==> src/rtl/refest_pkg.sv <==
package refest_pkg;

  typedef enum logic [2:0] {
    IDX_25 = 3'd0,
    IDX_33 = 3'd1,
    IDX_40 = 3'd2,
    IDX_50 = 3'd3,
    IDX_66 = 3'd4
  } clk_idx_e;

  typedef enum logic [1:0] {
    ST_IDLE,
    ST_COLLECT,
    ST_CONV
  } est_state_e;

  // band edges in MHz, lower edge inclusive for the upper band
  localparam int unsigned EDGE_LO  = 40;
  localparam int unsigned EDGE_MID = 45;
  localparam int unsigned EDGE_HI  = 55;

  function automatic logic [6:0] snap_mhz(input int unsigned est);
    if (est < EDGE_LO)       return 7'd33;
    else if (est < EDGE_MID) return 7'd40;
    else if (est < EDGE_HI)  return 7'd50;
    else                     return 7'd66;
  endfunction

  function automatic clk_idx_e mhz_to_idx(input logic [6:0] mhz);
    case (mhz)
      7'd25:   return IDX_25;
      7'd33:   return IDX_33;
      7'd40:   return IDX_40;
      7'd50:   return IDX_50;
      7'd66:   return IDX_66;
      default: return IDX_33;
    endcase
  endfunction

endpackage

==> src/rtl/refest_accum.sv <==
module refest_accum
  import refest_pkg::*;
#(
  parameter int CNT_W = 9,
  parameter int ACC_W = 16,
  parameter int NSAMP = 128
) (
  input  logic             clk,
  input  logic             rst_n,
  input  logic             clear,
  input  logic             take,
  input  logic [CNT_W-1:0] sample,
  output logic             last_take,
  output logic [CNT_W-1:0] mean
);

  localparam int SHIFT = $clog2(NSAMP);
  localparam int SC_W  = (SHIFT < 1) ? 1 : SHIFT;

  logic [ACC_W-1:0] sum_q;
  logic [SC_W-1:0]  n_q;

  always_ff @(posedge clk or negedge rst_n) begin
    if (!rst_n) begin
      sum_q <= '0;
      n_q   <= '0;
    end else if (clear) begin
      sum_q <= '0;
      n_q   <= '0;
    end else if (take) begin
      sum_q <= sum_q + ACC_W'(sample);
      n_q   <= n_q + 1'b1;
    end
  end

  assign last_take = take && (n_q == SC_W'(NSAMP - 1));
  assign mean      = CNT_W'(sum_q >> SHIFT);

endmodule

==> src/rtl/refest_band.sv <==
module refest_band
  import refest_pkg::*;
#(
  parameter int CNT_W = 9,
  parameter int PLL_W = 8,
  parameter int RATIO = 192
) (
  input  logic [CNT_W-1:0] count,
  input  logic [PLL_W-1:0] pll_mhz,
  output clk_idx_e         idx
);

  localparam int PROD_W = CNT_W + PLL_W;

  logic [PROD_W-1:0] prod;
  logic [PROD_W-1:0] est;
  logic [6:0]        band;

  always_comb begin
    prod = PROD_W'(count) * PROD_W'(pll_mhz);
    est  = prod / PROD_W'(RATIO);
    band = snap_mhz(32'(est));
    idx  = mhz_to_idx(band);
  end

endmodule

==> src/rtl/refclk_estimator.sv <==
module refclk_estimator
  import refest_pkg::*;
#(
  parameter int          CNT_W   = 9,
  parameter int          ACC_W   = 16,
  parameter int          NSAMP   = 128,
  parameter int          PLL_W   = 8,
  parameter int          RATIO   = 192,
  parameter int          SIG_W   = 20,
  parameter logic [19:0] SIG_VAL = 20'hABCDE
) (
  input  logic             clk,
  input  logic             rst_n,
  input  logic             start,
  input  logic [31:0]      saved_word,
  input  logic [PLL_W-1:0] pll_mhz,
  input  logic             s_valid,
  output logic             s_ready,
  input  logic [CNT_W-1:0] s_count,
  output logic [CNT_W-1:0] avg_count,
  output logic [2:0]       band_idx,
  output logic             done
);

  est_state_e       st_q;
  logic             use_saved_q;
  logic [CNT_W-1:0] saved_cnt_q;
  logic             sig_ok;
  logic             take;
  logic             last_take;
  logic [CNT_W-1:0] mean;
  logic [CNT_W-1:0] cnt_sel;
  clk_idx_e         idx_c;
  clk_idx_e         idx_q;

  assign sig_ok  = (saved_word[31 -: SIG_W] == SIG_VAL[SIG_W-1:0]);
  assign s_ready = (st_q == ST_COLLECT);
  assign take    = s_valid && s_ready;
  assign cnt_sel = use_saved_q ? saved_cnt_q : mean;

  refest_accum #(
    .CNT_W (CNT_W),
    .ACC_W (ACC_W),
    .NSAMP (NSAMP)
  ) u_accum (
    .clk       (clk),
    .rst_n     (rst_n),
    .clear     (start),
    .take      (take),
    .sample    (s_count),
    .last_take (last_take),
    .mean      (mean)
  );

  refest_band #(
    .CNT_W (CNT_W),
    .PLL_W (PLL_W),
    .RATIO (RATIO)
  ) u_band (
    .count   (cnt_sel),
    .pll_mhz (pll_mhz),
    .idx     (idx_c)
  );

  always_ff @(posedge clk or negedge rst_n) begin
    if (!rst_n) begin
      st_q        <= ST_IDLE;
      use_saved_q <= 1'b0;
      saved_cnt_q <= '0;
      avg_count   <= '0;
      idx_q       <= IDX_33;
      done        <= 1'b0;
    end else begin
      done <= 1'b0;
      if (start) begin
        use_saved_q <= sig_ok;
        if (sig_ok) begin
          saved_cnt_q <= saved_word[CNT_W-1:0];
          st_q        <= ST_CONV;
        end else begin
          st_q <= ST_COLLECT;
        end
      end else begin
        case (st_q)
          ST_COLLECT: if (last_take) st_q <= ST_CONV;
          ST_CONV: begin
            avg_count <= cnt_sel;
            idx_q     <= idx_c;
            done      <= 1'b1;
            st_q      <= ST_IDLE;
          end
          default: st_q <= ST_IDLE;
        endcase
      end
    end
  end

  assign band_idx = idx_q;

endmodule

==> config.mk <==
export PLATFORM = sky130hd
export DESIGN_NAME = refclk_estimator
export DESIGN_NICKNAME = d
export VERILOG_FILES = /design/src/rtl/refest_pkg.sv /design/src/rtl/refest_accum.sv /design/src/rtl/refest_band.sv /design/src/rtl/refclk_estimator.sv
export SDC_FILE = /design/constraint.sdc
export NUM_CORES = 1
export LEC_CHECK = 0
export BUFFER_PORTS_ARGS = -buffer_cell sky130_fd_sc_hd__buf_2
export CAP_MARGIN = 20
export CELL_PAD_IN_SITES_DETAIL_PLACEMENT = 0
export CELL_PAD_IN_SITES_GLOBAL_PLACEMENT = 1
export CORE_AREA = 2 2 128 155
export CTS_CLUSTER_SIZE = 25
export DETAILED_ROUTE_END_ITERATION = 10
export DIE_AREA = 0 0 130 157
export GPL_TIMING_DRIVEN = 1
export PLACE_DENSITY = 0.66
export SLEW_MARGIN = 20
export SYNTH_ARGS = -nofsm -noshare
export SYNTH_HDL_FRONTEND = slang
export SYNTH_SLANG_ARGS = --single-unit
==> constraint.sdc <==
create_clock -name clk -period 11.8 [get_ports clk]
set_clock_uncertainty 0.15 [all_clocks]
set_input_delay 2.36 -clock clk [delete_from_list [all_inputs] [get_ports clk]]
set_output_delay 2.36 -clock clk [all_outputs]
set_load 0.005 [all_outputs]
==> flow_summary.json <==
{
  "setup_ws_ns": 3.69,
  "worst-setup-path-type": "input port to flip-flop",
  "die_x_um": 130,
  "cp_common_cell": "fa_1",
  "seqCellArea_um2": 1200,
  "ys_seq_elements": 48,
  "synth.area.top_cells": "dfrtp_1 21%, fa_1 15%, ha_1 11%",
  "num_vias": 4384,
  "drt_pre_antenna_iters": 4,
  "slew_headroom": 0.386,
  "final_cell_mix": "69 x inv_1, 63 x nor2b_1, 63 x buf_2, 48 x nand2_1",
  "area_growth_pct": 13.6,
  "ir_drop_mv": 0.0561,
  "n_antenna_cell": 0,
  "grt_overflow_total": 0,
  "cts.sinks": 48,
  "post_cts_buffers": 0,
  "place_ws_ns": 3.37,
  "hold_ws_ns": 0.328,
  "path_cells": "buf_2 > nor2b_1 > fa_1 > fa_1 > fa_1 > inv_1 > fa_1 > inv_1 > ha_1 > and2_2 > and3_1 > a2111oi_1 > and3_1 > nor3_1 > o2111ai_1 > o211ai_2 > a211oi_4 > nor2_1 > a221o_1 > a21oi_2 > o21ai_1",
  "numPortBuffers": 63,
  "startpoint_type": "input port",
  "rrSetupSlack_ns": 4.49,
  "worst_setup_path_end_kind": "flip-flop",
  "cts-root-to-sink-buffers": 2,
  "seq_area_frac_synth": 0.215,
  "postRouteAntennaNets": 0,
  "fin_nets": 825,
  "rsz0062_at_grt": "no",
  "hold_violations": 0,
  "synth_warnings": 0,
  "fill_cells": 1974,
  "min_period_ns": 8.11,
  "syn_nets": 766,
  "cts_hold_buffers": 0,
  "critPathArrivalTime_ns": 8.17,
  "die_h_um": 157,
  "p_leak_uw": 0.00306,
  "synth_cell_types": 76,
  "gp_congestion": 0.799,
  "std_cell_rows": 55,
  "post_cts_resize_count": 0,
  "async_flop_share": 1.00,
  "viasPerCell": 4.67,
  "start_util": 0.297,
  "wl_per_cell_um": 13.5,
  "clkLatencyLatePin_ns": 0.30,
  "fin_total_pwr_uw": 460,
  "path_max_fanout": 12,
  "core_area_um2": 18800,
  "route.detailed.drc": 0,
  "critPathSlowestCell": "fa_1",
  "cts_tree": "yes",
  "synthCells": 623,
  "multi_input_area_um2": 4030,
  "wl_um": 12700,
  "setup_violations": 0,
  "cts_made_buffers": 5,
  "dp.final_hpwl_um": 10500,
  "min_period_over_period": 0.687,
  "maxCapViolCount": 0,
  "outcome": "complete, no violations",
  "hold_path_class": "flip-flop to flip-flop",
  "fin_setup_tns_ns": 0,
  "cp_slowest_stage_delay_ns": 0.54,
  "die_area_um2": 20400,
  "fmax_mhz": 123,
  "clockRootBuffer": "clkbuf_16",
  "syn-cell-area_um2": 5580,
  "antenna_found_initial": 0,
  "cp.required_ns": 11.86,
  "p_per_area_nw_per_um2": 72.5,
  "layout_commonest_cell": "inv_1",
  "maxSlewViolCount": 0,
  "synth.top_cell.area_share": 0.211,
  "grt_pass1_vias": 4493,
  "grt_max_degree": 49,
  "io-pin-count": 67,
  "clk_pin_slew_ns": 0.07,
  "syn_area_per_cell_um2": 8.96,
  "first_iter_violations": 191,
  "grt_pass1_wl_um": 21800,
  "drive_above_1_share": 0.173,
  "synth_ff_type": "dfrtp_1",
  "worstMarginPinSlew_ns": 0.896,
  "grt_use_total": 0.131,
  "h-tree-depth": 2,
  "synth-edff-count": 0,
  "synth_top_area_cell": "dfrtp_1"
}
## metrics by stage
stage | std cells | cell area [µm²] | utilization
after global placement | 931 | 6150 | 0.327
after global routing | 939 | 6340 | 0.338
final | 939 | 6340 | 0.338
after detailed placement | 931 | 6150 | 0.327
after CTS | 939 | 6340 | 0.338
after floorplan | 623 | 5580 | -
## metal layers
metal / wire, µm / vias to the layer above / GRT usage
met2: 6790 / 49 / 0.248
met4: 146 / 0 / 0.0312
met5: 0 / - / 0
met1: 5510 / 2109 / 0.158
met3: 277 / 11 / 0.0126
li1: - / 2215 / -
## cell type report
cell class | count | share of cell area
Timing Repair Buffer | 66 | 0.0533
Tap cell | 256 | 0.0505
Clock buffer | 5 | 0.0197
Multi-Input combinational cell | 491 | 0.635
Sequential cell | 48 | 0.190
Clock inverter | 3 | 0.0108
Inverter | 70 | 0.0414
## Yosys cell counts (all sizes together), types with 5 or more instances
| library cell | count |
|---|---|
| ha | 47 |
| nor2b | 63 |
| and2 | 8 |
| mux2i | 9 |
| a21o | 8 |
| clkbuf | 10 |
| mux2 | 10 |
| xnor2 | 23 |
| fa | 43 |
| a211oi | 6 |
| a21oi | 40 |
| nor3 | 11 |
| nand2 | 50 |
| nor2 | 36 |
| xor2 | 6 |
| dfrtp | 47 |
| o21ai | 30 |
| o21bai | 5 |
| and3 | 9 |
| nand3 | 15 |
| inv | 70 |
| nand2b | 19 |
## where the power goes
part           switching, µW  leakage (µW)  internal (µW)
clock                   66.9     0.0000944            122
sequential              3.52      0.000654            169
combinational           56.3       0.00231           41.8
total                    127       0.00306            333
## state kept, by name, summed over array words and instances (netlist names)
signal         cells
avg_count          9
band_idx           3
done               1
saved_cnt_q        9
st_q               2
u_accum.n_q        7
u_accum.sum_q     16
use_saved_q        1
## logic make-up (layout without fill, tap and decap cells)
family                     count (synthesis)  count (layout)  share of synthesized area
xor gates and xnor gates                  29              29                     0.0455
muxes                                     19              19                     0.0363
adders and majority gates                 90              90                      0.259
DFF                                       48              48                      0.215
and+or+nand+nor                          230             230                      0.224
AOI/OAI and AO/OA                        123             123                      0.156
buffers and inverters                     84             144                     0.0636
## critical path, delay by kind of cell
kind,cells,cell delay (ns)
adder cells (fa/ha/maj),5,2.53
AO/OA/AOI/OAI,7,1.68
AND/OR/NAND/NOR,6,1.32
buffers and inverters,3,0.25
## final timing paths
check	end	cells after the start	from
min in group asynchronous	u_accum.n_q[1]$_DFFE_PN0P_	2	rst_n
max in group asynchronous	u_accum.sum_q[5]$_DFFE_PN0P_	2	rst_n
setup reg to reg	band_idx[0]$_DFFE_PN1P_	21	use_saved_q$_DFFE_PN0P_
setup / recovery	band_idx[0]$_DFFE_PN1P_	21	pll_mhz[7]
hold reg to reg	avg_count[1]$_DFFE_PN0P_	2	avg_count[1]$_DFFE_PN0P_
hold / removal	avg_count[1]$_DFFE_PN0P_	2	avg_count[1]$_DFFE_PN0P_
(Power assumes the default switching activity.)
